$ cat config.mk
export PLATFORM = sky130hd
export DESIGN_NAME = serial_irq_unit
export DESIGN_NICKNAME = d
export VERILOG_FILES = /design/src/rtl/serial_irq_pkg.sv /design/src/rtl/irq_event_ctrl.sv /design/src/rtl/irq_flag_bank.sv /design/src/rtl/serial_irq_unit.sv
export SDC_FILE = /design/constraint.sdc
export NUM_CORES = 1
export LEC_CHECK = 0
export BUFFER_PORTS_ARGS = -buffer_cell sky130_fd_sc_hd__buf_2
export CORE_AREA = 2 2 59 61
export DETAILED_ROUTE_END_ITERATION = 12
export DIE_AREA = 0 0 61 63
export PLACE_DENSITY = 0.86
export SYNTH_ARGS = -nofsm -noshare
export SYNTH_HDL_FRONTEND = slang
export SYNTH_HIERARCHICAL = 1
export SYNTH_SLANG_ARGS = --single-unit
export TNS_END_PERCENT = 20
$ cat constraint.sdc
create_clock -name clk -period 3.7 [get_ports clk]
set_input_delay 0.185 -clock clk [delete_from_list [all_inputs] [get_ports clk]]
set_output_delay 0.185 -clock clk [all_outputs]
set_load 0.1 [all_outputs]
$ cat src/rtl/serial_irq_pkg.sv
package serial_irq_pkg;

  localparam int NUM_FLAGS = 9;

  typedef enum int unsigned {
    FLG_OVR     = 0,
    FLG_TMO     = 1,
    FLG_RXWM    = 2,
    FLG_TXWM    = 3,
    FLG_RXNE    = 4,
    FLG_RXFULL  = 5,
    FLG_TXEMPTY = 6,
    FLG_XFEREND = 7,
    FLG_FLASH   = 8
  } flagIdx_e;

  typedef enum logic [1:0] {
    WSEL_MASK = 2'd0,
    WSEL_RAW  = 2'd1,
    WSEL_CLR  = 2'd2,
    WSEL_NONE = 2'd3
  } wrSel_e;

  // bits that follow a condition rather than latching an event
  localparam logic [NUM_FLAGS-1:0] LEVEL_BITS = 9'b0_0111_1100;

  typedef struct packed {
    logic [NUM_FLAGS-1:0] evSet;
    logic [NUM_FLAGS-1:0] lvlNow;
    logic [NUM_FLAGS-1:0] clr;
    logic                 maskWe;
    logic [NUM_FLAGS-1:0] maskVal;
  } ctrlStrobe_t;

endpackage

$ cat src/rtl/irq_event_ctrl.sv
module irq_event_ctrl
  import serial_irq_pkg::*;
#(
  parameter int LEVEL_W       = 5,
  parameter int RX_DEPTH      = 16,
  parameter int TIMEOUT_TICKS = 32
) (
  input  logic                 clk,
  input  logic                 rstN,
  input  logic [LEVEL_W-1:0]   rxLevel,
  input  logic [LEVEL_W-1:0]   txLevel,
  input  logic [LEVEL_W-1:0]   rxMark,
  input  logic [LEVEL_W-1:0]   txMark,
  input  logic                 rxPush,
  input  logic                 rxPop,
  input  logic                 busy,
  input  logic                 sclkTick,
  input  logic                 flashErr,
  input  logic                 wrEn,
  input  logic [1:0]           wrSel,
  input  logic [NUM_FLAGS-1:0] wrData,
  output ctrlStrobe_t          strb
);

  localparam int CNT_W = $clog2(TIMEOUT_TICKS + 1);
  localparam logic [CNT_W-1:0]   CNT_LIMIT = CNT_W'(TIMEOUT_TICKS);
  localparam logic [CNT_W-1:0]   CNT_LAST  = CNT_W'(TIMEOUT_TICKS - 1);
  localparam logic [LEVEL_W-1:0] FULL_LVL  = LEVEL_W'(RX_DEPTH);

  logic             busyQ;
  logic [CNT_W-1:0] idleCnt;
  logic             rxEmpty;
  logic             idleRestart;
  logic             tmoHit;

  assign rxEmpty     = (rxLevel == '0);
  assign idleRestart = rxEmpty || rxPop;
  assign tmoHit      = !idleRestart && sclkTick && (idleCnt == CNT_LAST);

  always_ff @(posedge clk) begin
    if (!rstN) begin
      busyQ   <= 1'b0;
      idleCnt <= '0;
    end else begin
      busyQ <= busy;
      if (idleRestart)
        idleCnt <= '0;
      else if (sclkTick && idleCnt != CNT_LIMIT)
        idleCnt <= idleCnt + 1'b1;
    end
  end

  always_comb begin
    strb = '0;
    strb.evSet[FLG_OVR]     = rxPush && !rxPop && (rxLevel == FULL_LVL);
    strb.evSet[FLG_TMO]     = tmoHit;
    strb.evSet[FLG_XFEREND] = busyQ && !busy;
    strb.evSet[FLG_FLASH]   = flashErr;

    strb.lvlNow[FLG_RXWM]    = rxLevel > rxMark;
    strb.lvlNow[FLG_TXWM]    = txLevel < txMark;
    strb.lvlNow[FLG_RXNE]    = !rxEmpty;
    strb.lvlNow[FLG_RXFULL]  = rxLevel == FULL_LVL;
    strb.lvlNow[FLG_TXEMPTY] = txLevel == '0;

    strb.clr     = (wrEn && (wrSel == WSEL_RAW || wrSel == WSEL_CLR)) ? wrData : '0;
    strb.maskWe  = wrEn && (wrSel == WSEL_MASK);
    strb.maskVal = wrData;
  end

  // the idle counter never runs past its limit
  a_r8_cnt_bound: assert property (@(posedge clk) disable iff (!rstN)
    idleCnt <= CNT_LIMIT);

  // one timeout per idle stretch, never on consecutive cycles
  a_r8_tmo_once: assert property (@(posedge clk) disable iff (!rstN)
    strb.evSet[FLG_TMO] |=> !strb.evSet[FLG_TMO]);

  // a read restarts the count from zero
  a_r8_pop_restart: assert property (@(posedge clk) disable iff (!rstN)
    rxPop |=> idleCnt == '0);

endmodule

$ cat src/rtl/irq_flag_bank.sv
module irq_flag_bank
  import serial_irq_pkg::*;
(
  input  logic                 clk,
  input  logic                 rstN,
  input  ctrlStrobe_t          strb,
  output logic [NUM_FLAGS-1:0] rawFlags,
  output logic [NUM_FLAGS-1:0] maskFlags,
  output logic [NUM_FLAGS-1:0] maskedFlags,
  output logic                 irq
);

  logic [NUM_FLAGS-1:0] rawQ;
  logic [NUM_FLAGS-1:0] rawNext;
  logic [NUM_FLAGS-1:0] maskQ;

  for (genvar k = 0; k < NUM_FLAGS; k++) begin : g_flag
    if (LEVEL_BITS[k]) begin : g_lvl
      assign rawNext[k] = strb.lvlNow[k];
    end else begin : g_evt
      assign rawNext[k] = strb.evSet[k] | (rawQ[k] & ~strb.clr[k]);
    end
  end

  always_ff @(posedge clk) begin
    if (!rstN) begin
      rawQ  <= '0;
      maskQ <= '0;
    end else begin
      rawQ <= rawNext;
      if (strb.maskWe)
        maskQ <= strb.maskVal;
    end
  end

  assign rawFlags    = rawQ;
  assign maskFlags   = maskQ;
  assign maskedFlags = rawQ & maskQ;
  assign irq         = |maskedFlags;

  // every event raised in a cycle is set afterwards, clear or not
  a_r11_set_wins: assert property (@(posedge clk) disable iff (!rstN)
    (|strb.evSet) |=> ((rawQ & $past(strb.evSet)) == $past(strb.evSet)));

  // a clear without a competing event drops the event flag
  a_r2_clear_event: assert property (@(posedge clk) disable iff (!rstN)
    (|(strb.clr & ~strb.evSet & ~LEVEL_BITS))
      |=> ((rawQ & $past(strb.clr & ~strb.evSet & ~LEVEL_BITS)) == '0));

  // a mask write lands on the next cycle
  a_r1_mask_load: assert property (@(posedge clk) disable iff (!rstN)
    strb.maskWe |=> maskQ == $past(strb.maskVal));

  // a level flag tracks its condition regardless of clears
  a_r12_level_holds: assert property (@(posedge clk) disable iff (!rstN)
    (|(strb.lvlNow & strb.clr)) |=> ((rawQ & $past(strb.lvlNow & strb.clr)) != '0));

endmodule

$ cat src/rtl/serial_irq_unit.sv
module serial_irq_unit
  import serial_irq_pkg::*;
#(
  parameter int LEVEL_W       = 5,
  parameter int RX_DEPTH      = 16,
  parameter int TIMEOUT_TICKS = 32
) (
  input  logic               clk,
  input  logic               rstN,
  input  logic [LEVEL_W-1:0] rxLevel,
  input  logic [LEVEL_W-1:0] txLevel,
  input  logic [LEVEL_W-1:0] rxMark,
  input  logic [LEVEL_W-1:0] txMark,
  input  logic               rxPush,
  input  logic               rxPop,
  input  logic               busy,
  input  logic               sclkTick,
  input  logic               flashErr,
  input  logic               wrEn,
  input  logic [1:0]         wrSel,
  input  logic [8:0]         wrData,
  output logic [8:0]         rawFlags,
  output logic [8:0]         maskFlags,
  output logic [8:0]         maskedFlags,
  output logic               irq
);

  ctrlStrobe_t strb;

  irq_event_ctrl #(
    .LEVEL_W      (LEVEL_W),
    .RX_DEPTH     (RX_DEPTH),
    .TIMEOUT_TICKS(TIMEOUT_TICKS)
  ) u_ctrl (
    .clk     (clk),
    .rstN    (rstN),
    .rxLevel (rxLevel),
    .txLevel (txLevel),
    .rxMark  (rxMark),
    .txMark  (txMark),
    .rxPush  (rxPush),
    .rxPop   (rxPop),
    .busy    (busy),
    .sclkTick(sclkTick),
    .flashErr(flashErr),
    .wrEn    (wrEn),
    .wrSel   (wrSel),
    .wrData  (wrData),
    .strb    (strb)
  );

  irq_flag_bank u_bank (
    .clk        (clk),
    .rstN       (rstN),
    .strb       (strb),
    .rawFlags   (rawFlags),
    .maskFlags  (maskFlags),
    .maskedFlags(maskedFlags),
    .irq        (irq)
  );

  // receive watermark compare, one cycle later
  a_r4_rx_above: assert property (@(posedge clk) disable iff (!rstN)
    (rxLevel > rxMark) |=> rawFlags[FLG_RXWM]);
  a_r4_rx_not_above: assert property (@(posedge clk) disable iff (!rstN)
    (rxLevel <= rxMark) |=> !rawFlags[FLG_RXWM]);

  // transmit watermark compare, one cycle later
  a_r5_tx_below: assert property (@(posedge clk) disable iff (!rstN)
    (txLevel < txMark) |=> rawFlags[FLG_TXWM]);
  a_r5_tx_not_below: assert property (@(posedge clk) disable iff (!rstN)
    (txLevel >= txMark) |=> !rawFlags[FLG_TXWM]);

  // a falling busy leaves the transfer-end flag set
  a_r9_xfer_end: assert property (@(posedge clk) disable iff (!rstN)
    $fell(busy) |=> rawFlags[FLG_XFEREND]);

  // the timeout flag only rises while data waits
  a_r8_tmo_needs_data: assert property (@(posedge clk) disable iff (!rstN)
    $rose(rawFlags[FLG_TMO]) |-> $past(rxLevel != '0));

endmodule

==> impl_metrics.tcl, run 1 <==
set metrics [dict create \
    status "complete, no violations" \
    vias 1297 \
    tritoncts "built" \
    required_ns 3.51 \
    ant_nets 0 \
    vdd_ir_drop_max_v 0.000155 \
    gr-usage-met1_pct 20.2 \
    p_per_area_mw_per_mm2 311 \
    gp_congestion 0.775 \
    grt_pass1_vias 1295 \
    ctsHoldBuffers 0 \
    synth_area_per_cell_sq_um 9.12 \
    end_kind "primary output" \
    slew_violations 0 \
    max_slew_margin_pct 64.2 \
    dp_cells 264 \
    clock_path_buffers 2 \
    cts-root-buf "clkbuf_4" \
    worstPathArrival_ns 1.43 \
    tightest_slew_ns 0.537 \
    netlist_area_sq_mm 0.00151 \
    die_w_um 61 \
    critical_path_class "flip-flop to primary output" \
    initial_utilization_pct 46.8 \
    grt_pass1_wl_mm 5.22 \
    antenna_found_initial 0 \
    worst-path-max-fanout 4 \
    drt_iter0_drc 56 \
    fill_cells 328 \
    skew_ns 0.000712 \
    finalSetupTns_ns 0 \
    grtUsageTotal_pct 17.2 \
    fp.dieArea_sq_mm 0.00384 \
    cts_buffers 3 \
    rsz0062_at_grt "no" \
    startpoint_type "flip-flop" \
    syn_inst 166 \
    finalHoldViolCount 0 \
    synth_warnings 6 \
    port_buffers 66 \
    final_cells 268 \
    cap_violations 0 \
    wire_per_inst_um 11.6 \
    routed_wl_mm 3.11 \
    first_pass_iters 4 \
    setup_viol 0 \
    post-route-min-period_ns 1.62 \
    met3_usage_pct 2.28 \
    htreeDepth 1 \
    clk_pin_slew_worst_paths_ns 0.15 \
    path_cells "a222oi_1, nand4_1, buf_2" \
    grtUsageMet2_pct 30.2 \
    routed_via_density 4.84 \
    cellLeakagePower_nw 0.914 \
    synth_nets 217 \
    io_pins 67 \
    drc 0 \
    clk_latency_ns 0.31 \
    std_cell_rows 21 \
    hp-class "primary input to flip-flop" \
    grt-ovfl-total 0 \
    top_usage_layer "met2" \
    finalCritPeriodShare_pct 43.8 \
    hpwl_mm 2.52 \
    drive_above_1_share_pct 33.3 \
    syn_to_final_growth_pct 20.2 \
    nets 274 \
    postCtsSetupBuffers 0 \
    clock_sinks 25 \
    cts_resized 0 \
    slowest_stage "dfxtp_1" \
    regArea_sq_um 500 \
    core_area_sq_mm 0.00323 \
    critPathMaxStageDelay_ns 0.37 \
    reg2reg_slack_ns 2.37 \
    grt_max_degree 23 \
    multiInputGateArea_sq_um 837 \
    max_freq_mhz 618 \
    diodes 0 \
    die_h_um 63 \
]
[per-stage QoR]
stage / util [%] / worst slack [ns] / hold slack (ns) / cell area [sq um] / total power, mW
global route: 56.3 / 2.00 / 0.0681 / 1820 / 0.590
floorplan: - / 1.48 / 0.307 / 1510 / 0.412
CTS: 56.3 / 2.07 / 0.0550 / 1820 / 0.570
finish: 56.3 / 2.08 / 0.0667 / 1820 / 0.566
detailed placement: 55.4 / 2.32 / 0.400 / 1790 / 0.447
global placement: 55.4 / 2.33 / 0.398 / 1790 / 0.444
[sequential cells by signal, indices dropped and copies added (netlist names)]
name,cells
u_bank/rawFlags,9
u_bank/maskFlags,9
u_ctrl/busyQ,1
u_ctrl/idleCnt,6
[cells in the final DEF (no fill, tap or decap), types with 5 or more instances in the layout]
master   instances
buf_2           66
dfxtp_1         25
inv_1           17
nor2b_1         16
and2_1          15
ha_1            12
mux2i_1         10
and3_1           5
nand2_1          5
[worst max-delay path: cells and delay by family, from the launching register on]
family                 cells  cell delay, ns
buffers and inverters      1            0.30
AO/OA/AOI/OAI              1            0.32
flip-flops                 1            0.37
AND/OR/NAND/NOR            1            0.12
[layout make-up]
type                            count  share of cell area (%)
Inverter                           17                    3.51
Timing Repair Buffer               66                    18.2
Sequential cell                    25                    27.5
Clock inverter                      1                   0.413
Tap cell                           46                    3.16
Clock buffer                        3                    1.24
Multi-Input combinational cell    110                    46.0
[worst paths after layout]
kind | startpoint | endpoint | cells after the start
worst max-delay path | u_bank/maskFlags[4] | irq | 3
worst min-delay path | flashErr | u_bank/rawFlags[8] | 2
worst max register to register | u_ctrl/idleCnt[0] | u_ctrl/idleCnt[0] | 5
worst min register to register | u_ctrl/idleCnt[5] | u_ctrl/idleCnt[5] | 2
[where the power goes]
group          leakage [nW]  internal (mW)  switching, mW  total [mW]
combinational         0.696         0.0479          0.108       0.155
clock                0.0139         0.0412         0.0835       0.125
sequential            0.204          0.278        0.00705       0.285
[routing by layer]
metal	part of all wire (%)	wire, um	vias up
li1	-	-	671
met1	43	1350	575
met2	49	1530	47
met3	5.5	170	4
met4	1.8	55	0
met5	0	0	-
Power figures use the tool's default switching activity.
==> run 2: changes to the inputs <==
CORE_AREA = 2 2 62 64   (was 2 2 59 61)
DIE_AREA = 0 0 64 66   (was 0 0 61 63)
PLACE_DENSITY = 0.79   (was 0.86)
clock period = 1.61 ns   (was 3.7 ns; I/O delays follow)
==> impl_metrics.tcl, run 2 (same netlist as run 1, synthesis figures left out) <==
set metrics [dict create \
    vias 1337 \
    routed_wl_mm 3.22 \
    critical_path_class "flip-flop to primary output" \
    drive_above_1_share_pct 41.2 \
    io_pins 67 \
    wire_per_inst_um 11.8 \
    max_slew_margin_pct 67.4 \
    finalCritPeriodShare_pct 95.3 \
    skew_ns 0.00168 \
    drt_iter0_drc 50 \
    cts-root-buf "clkbuf_4" \
    end_kind "primary output" \
    grt_pass1_wl_mm 5.50 \
    post-route-min-period_ns 1.53 \
    drc 0 \
    postCtsSetupBuffers 0 \
    worstPathArrival_ns 1.45 \
    max_freq_mhz 652 \
    antenna_found_initial 0 \
    syn_to_final_growth_pct 25.0 \
    finalSetupTns_ns 0 \
    status "complete, no violations" \
    r2r_start "u_ctrl/idleCnt[0]" \
    nets 278 \
    tightest_slew_ns 0.493 \
    tritoncts "built" \
    std_cell_rows 22 \
    port_buffers 66 \
    ant_nets 0 \
    worst-path-max-fanout 3 \
    rsz0062_at_grt "no" \
    clk_pin_slew_worst_paths_ns 0.14 \
    slew_violations 0 \
    place_ws_ns 0.313 \
    gp_congestion 0.746 \
    vdd_ir_drop_max_v 0.000327 \
    initial_utilization_pct 42.6 \
    cap_violations 0 \
    layout_commonest_cell "buf_2" \
    routed_via_density 4.88 \
    crit_path_start "u_bank/rawFlags[4]" \
    die_w_um 64 \
    clk_latency_ns 0.32 \
    final_cells 274 \
    final_cell_mix "buf_2, inv_1, nor2b_1" \
    critPathMaxStageDelay_ns 0.37 \
    core_area_sq_mm 0.00355 \
    slowest_stage "dfxtp_4" \
    p_per_area_mw_per_mm2 692 \
    htreeDepth 1 \
    worstHoldStart "wrData[5]" \
    hp-class "primary input to flip-flop" \
    clock_sinks 25 \
    dp_cells 267 \
    worst-path-buf-inv 1 \
    grt_pass1_vias 1268 \
    cellLeakagePower_nw 0.945 \
    worst_slack_ns 0.0756 \
    grt_max_degree 23 \
    cts_buffers 3 \
    finalHoldViolCount 0 \
    required_ns 1.53 \
    grt-ovfl-total 0 \
    path_cells "a222oi_1, nand4_1, buf_4" \
    first_pass_iters 4 \
    hpwl_mm 2.56 \
    clock_path_buffers 2 \
    setup_viol 0 \
    startpoint_type "flip-flop" \
    die_h_um 66 \
    grtUsageTotal_pct 16.4 \
    crit_family "flip-flops" \
    diodes 0 \
    fp.dieArea_sq_mm 0.00422 \
]
## run 2: worst min-delay path, stage by stage
cell	delay, ns
buf_2	0.08
mux2i_1	0.05
nor2b_1	0.09
## run 2: what timing repair did
item                       4_1_cts  5_1_grt
setup endpoints to repair        0        1
hold endpoints to repair         3        0
hold buffers                     3        0
resized for setup                0        2
## run 2: metal layers
layer	GRT usage, %	vias up	routed length, um	share of wire (%)
li1	-	679	-	-
met1	19.6	604	1360	42
met2	30.1	52	1660	52
met3	1.70	2	176	5.5
met4	6.52	0	27	0.84
met5	0	-	0	0
## run 2: path summary, 6_finish.rpt
check / to / slack (ns) / depth (start not counted)
setup / recovery: irq / 0.08 / 3
hold / removal: u_bank/maskFlags[5] / 0.01 / 3
setup reg to reg: u_ctrl/idleCnt[0] / 0.29 / 5
hold reg to reg: u_ctrl/idleCnt[2] / 0.54 / 2
## run 2: per-stage QoR
step                      cell area (sq um)  power [mW]  utilization [%]  hold WS [ns]
after global routing                   1890        1.39             53.3        0.0199
after floorplan                        1550       0.947                -         0.202
after global placement                 1830        1.02             51.6         0.293
final                                  1890        1.31             53.3        0.0120
after CTS                              1890        1.32             53.2       0.00334
after detailed placement               1830        1.03             51.6         0.294
## run 2: final cells by class
class,instances,area [sq um]
Multi-Input combinational cell,110,837
Inverter,17,63.8
Timing Repair Buffer,70,370
Fill cell,347,1660
Clock buffer,3,22.5
Sequential cell,25,533
Tap cell,48,60.1
Clock inverter,1,6.26
## run 2: power by group
part           internal [mW]  total, mW  switching (mW)
sequential             0.638      0.655          0.0166
clock                 0.0967      0.291           0.195
combinational          0.116      0.365           0.248
total                  0.851       1.31           0.460
==> run 3: changes to the inputs <==
BUFFER_PORTS_ARGS = -buffer_cell sky130_fd_sc_hd__buf_4   (was -buffer_cell sky130_fd_sc_hd__buf_2)
==> impl_metrics.tcl, run 3 (same netlist as run 1, synthesis figures left out) <==
set metrics [dict create \
    cts-root-buf "clkbuf_4" \
    grt_max_degree 23 \
    skew_ns 0.000483 \
    vias 1323 \
    required_ns 1.53 \
    htreeDepth 1 \
    die_h_um 66 \
    max_freq_mhz 626 \
    grt-ovfl-total 0 \
    finalHoldViolCount 0 \
    cts_resized 0 \
    end_kind "primary output" \
    cellLeakagePower_nw 0.978 \
    hpwl_mm 2.56 \
    finalCritPeriodShare_pct 99.2 \
    status "complete, no violations" \
    drc 0 \
    layout_commonest_cell "buf_4" \
    nets 278 \
    p_per_area_mw_per_mm2 650 \
    final_cell_mix "buf_4, inv_1, nor2b_1" \
    critical_path_class "flip-flop to primary output" \
    clock_path_buffers 2 \
    path_depth 3 \
    regArea_sq_um 533 \
    drive_above_1_share_pct 41.6 \
    first_pass_iters 4 \
    clk_pin_slew_worst_paths_ns 0.13 \
    finalPower_mw 1.33 \
    die_w_um 64 \
    syn_to_final_growth_pct 35.5 \
    std_cell_rows 22 \
    initial_utilization_pct 42.6 \
    tritoncts "built" \
    post-route-min-period_ns 1.60 \
    grt_pass1_wl_mm 5.22 \
    reg2reg_slack_ns 0.30 \
    worst-path-max-fanout 3 \
    diodes 0 \
    clock_sinks 25 \
    multiInputGateArea_sq_um 837 \
    port_buffers 66 \
    worstPathArrival_ns 1.52 \
    routed_via_density 4.83 \
    rsz0062_at_grt "yes" \
    r2r-end "u_ctrl/idleCnt[0]" \
    grt_pass1_vias 1289 \
    vdd_ir_drop_max_v 0.000304 \
    ant_nets 0 \
    tightest_slew_ns 0.469 \
    clk_latency_ns 0.31 \
    wire_per_inst_um 11.6 \
    max_slew_margin_pct 68.6 \
    hp-class "primary input to flip-flop" \
    worst-path-buf-inv 1 \
    crit_family "compound AO/OA/AOI/OAI gates" \
    place_ws_ns 0.312 \
    postCtsSetupBuffers 0 \
    path_cells "a222oi_1, nand4_1, buf_4" \
    fp.dieArea_sq_mm 0.00422 \
    fin_hold_ws_ns 0.0177 \
    reg2regPathDepth 5 \
    gp_congestion 0.779 \
    r2r_start "u_ctrl/idleCnt[0]" \
    startpoint_type "flip-flop" \
    crit_path_start "u_bank/rawFlags[4]" \
    slowest_stage "a222oi_1" \
    setup_viol 0 \
    antenna_found_initial 0 \
    worst_slack_ns 0.0137 \
    critPathCapture "irq" \
    critPathMaxStageDelay_ns 0.40 \
    slew_violations 0 \
    fill_cells 328 \
    io_pins 67 \
    grtUsageTotal_pct 15.5 \
    drt_iter0_drc 29 \
    routed_wl_mm 3.18 \
    core_area_sq_mm 0.00355 \
    cap_violations 0 \
    cts_buffers 3 \
]
run 3: worst min path at each step:
stage               startpoint             endpoint  slack (ns)  cells after the start
global placement      flashErr   u_bank/rawFlags[8]        0.29                      2
detailed placement    flashErr   u_bank/rawFlags[8]        0.30                      2
floorplan                 busy         u_ctrl/busyQ        0.20                      1
CTS                  wrData[2]  u_bank/maskFlags[2]       0.008                      3
global route         wrData[0]  u_bank/maskFlags[0]        0.01                      3
finish               wrData[4]  u_bank/maskFlags[4]        0.02                      3
run 3: where the power goes:
part	internal [mW]	switching [mW]	total [mW]
Sequential	0.638	0.0175	0.656
Combinational	0.153	0.249	0.402
Clock	0.0929	0.184	0.277
Total	0.884	0.450	1.33
run 3: tightest hold or removal path: cells and delay by family:
kind	cells	cell delay, ns
buf+inv	1	0.08
mux	1	0.05
simple gates	1	0.09
run 3: layer usage:
layer  GRT usage, %  part of all wire, %  vias up
met4           6.52                 0.85        0
met3           2.04                  6.1        2
met5              0                    0        -
li1               -                    -      684
met2           28.4                   50       43
met1           18.0                   43      594
run 3: area by class of cell:
cell class              count  share of cell area (%)
multi-input cells         110                    40.8
clock buffers               3                    1.10
clock inverters             1                   0.244
repair buffers             70                    25.9
inverters                  17                    3.11
flip-flops and latches     25                    26.0
well taps                  48                    2.93
run 3: what timing repair did:
action | in CTS | in global routing
hold endpoints to repair | 2 | 0
hold buffers | 2 | 0
setup endpoints to repair | 0 | 1
run 3: stage by stage:
| step | cells | TNS [ns] | utilization [%] | area (sq um) |
|---|---|---|---|---|
| after global placement | 268 | 0 | 56.4 | 2000 |
| after CTS | 274 | 0 | 57.8 | 2050 |
| final | 274 | 0 | 57.8 | 2050 |
| after detailed placement | 268 | 0 | 56.4 | 2000 |
| after floorplan | 166 | -0.196 | - | 1550 |
| after global routing | 274 | -0.0494 | 57.8 | 2050 |
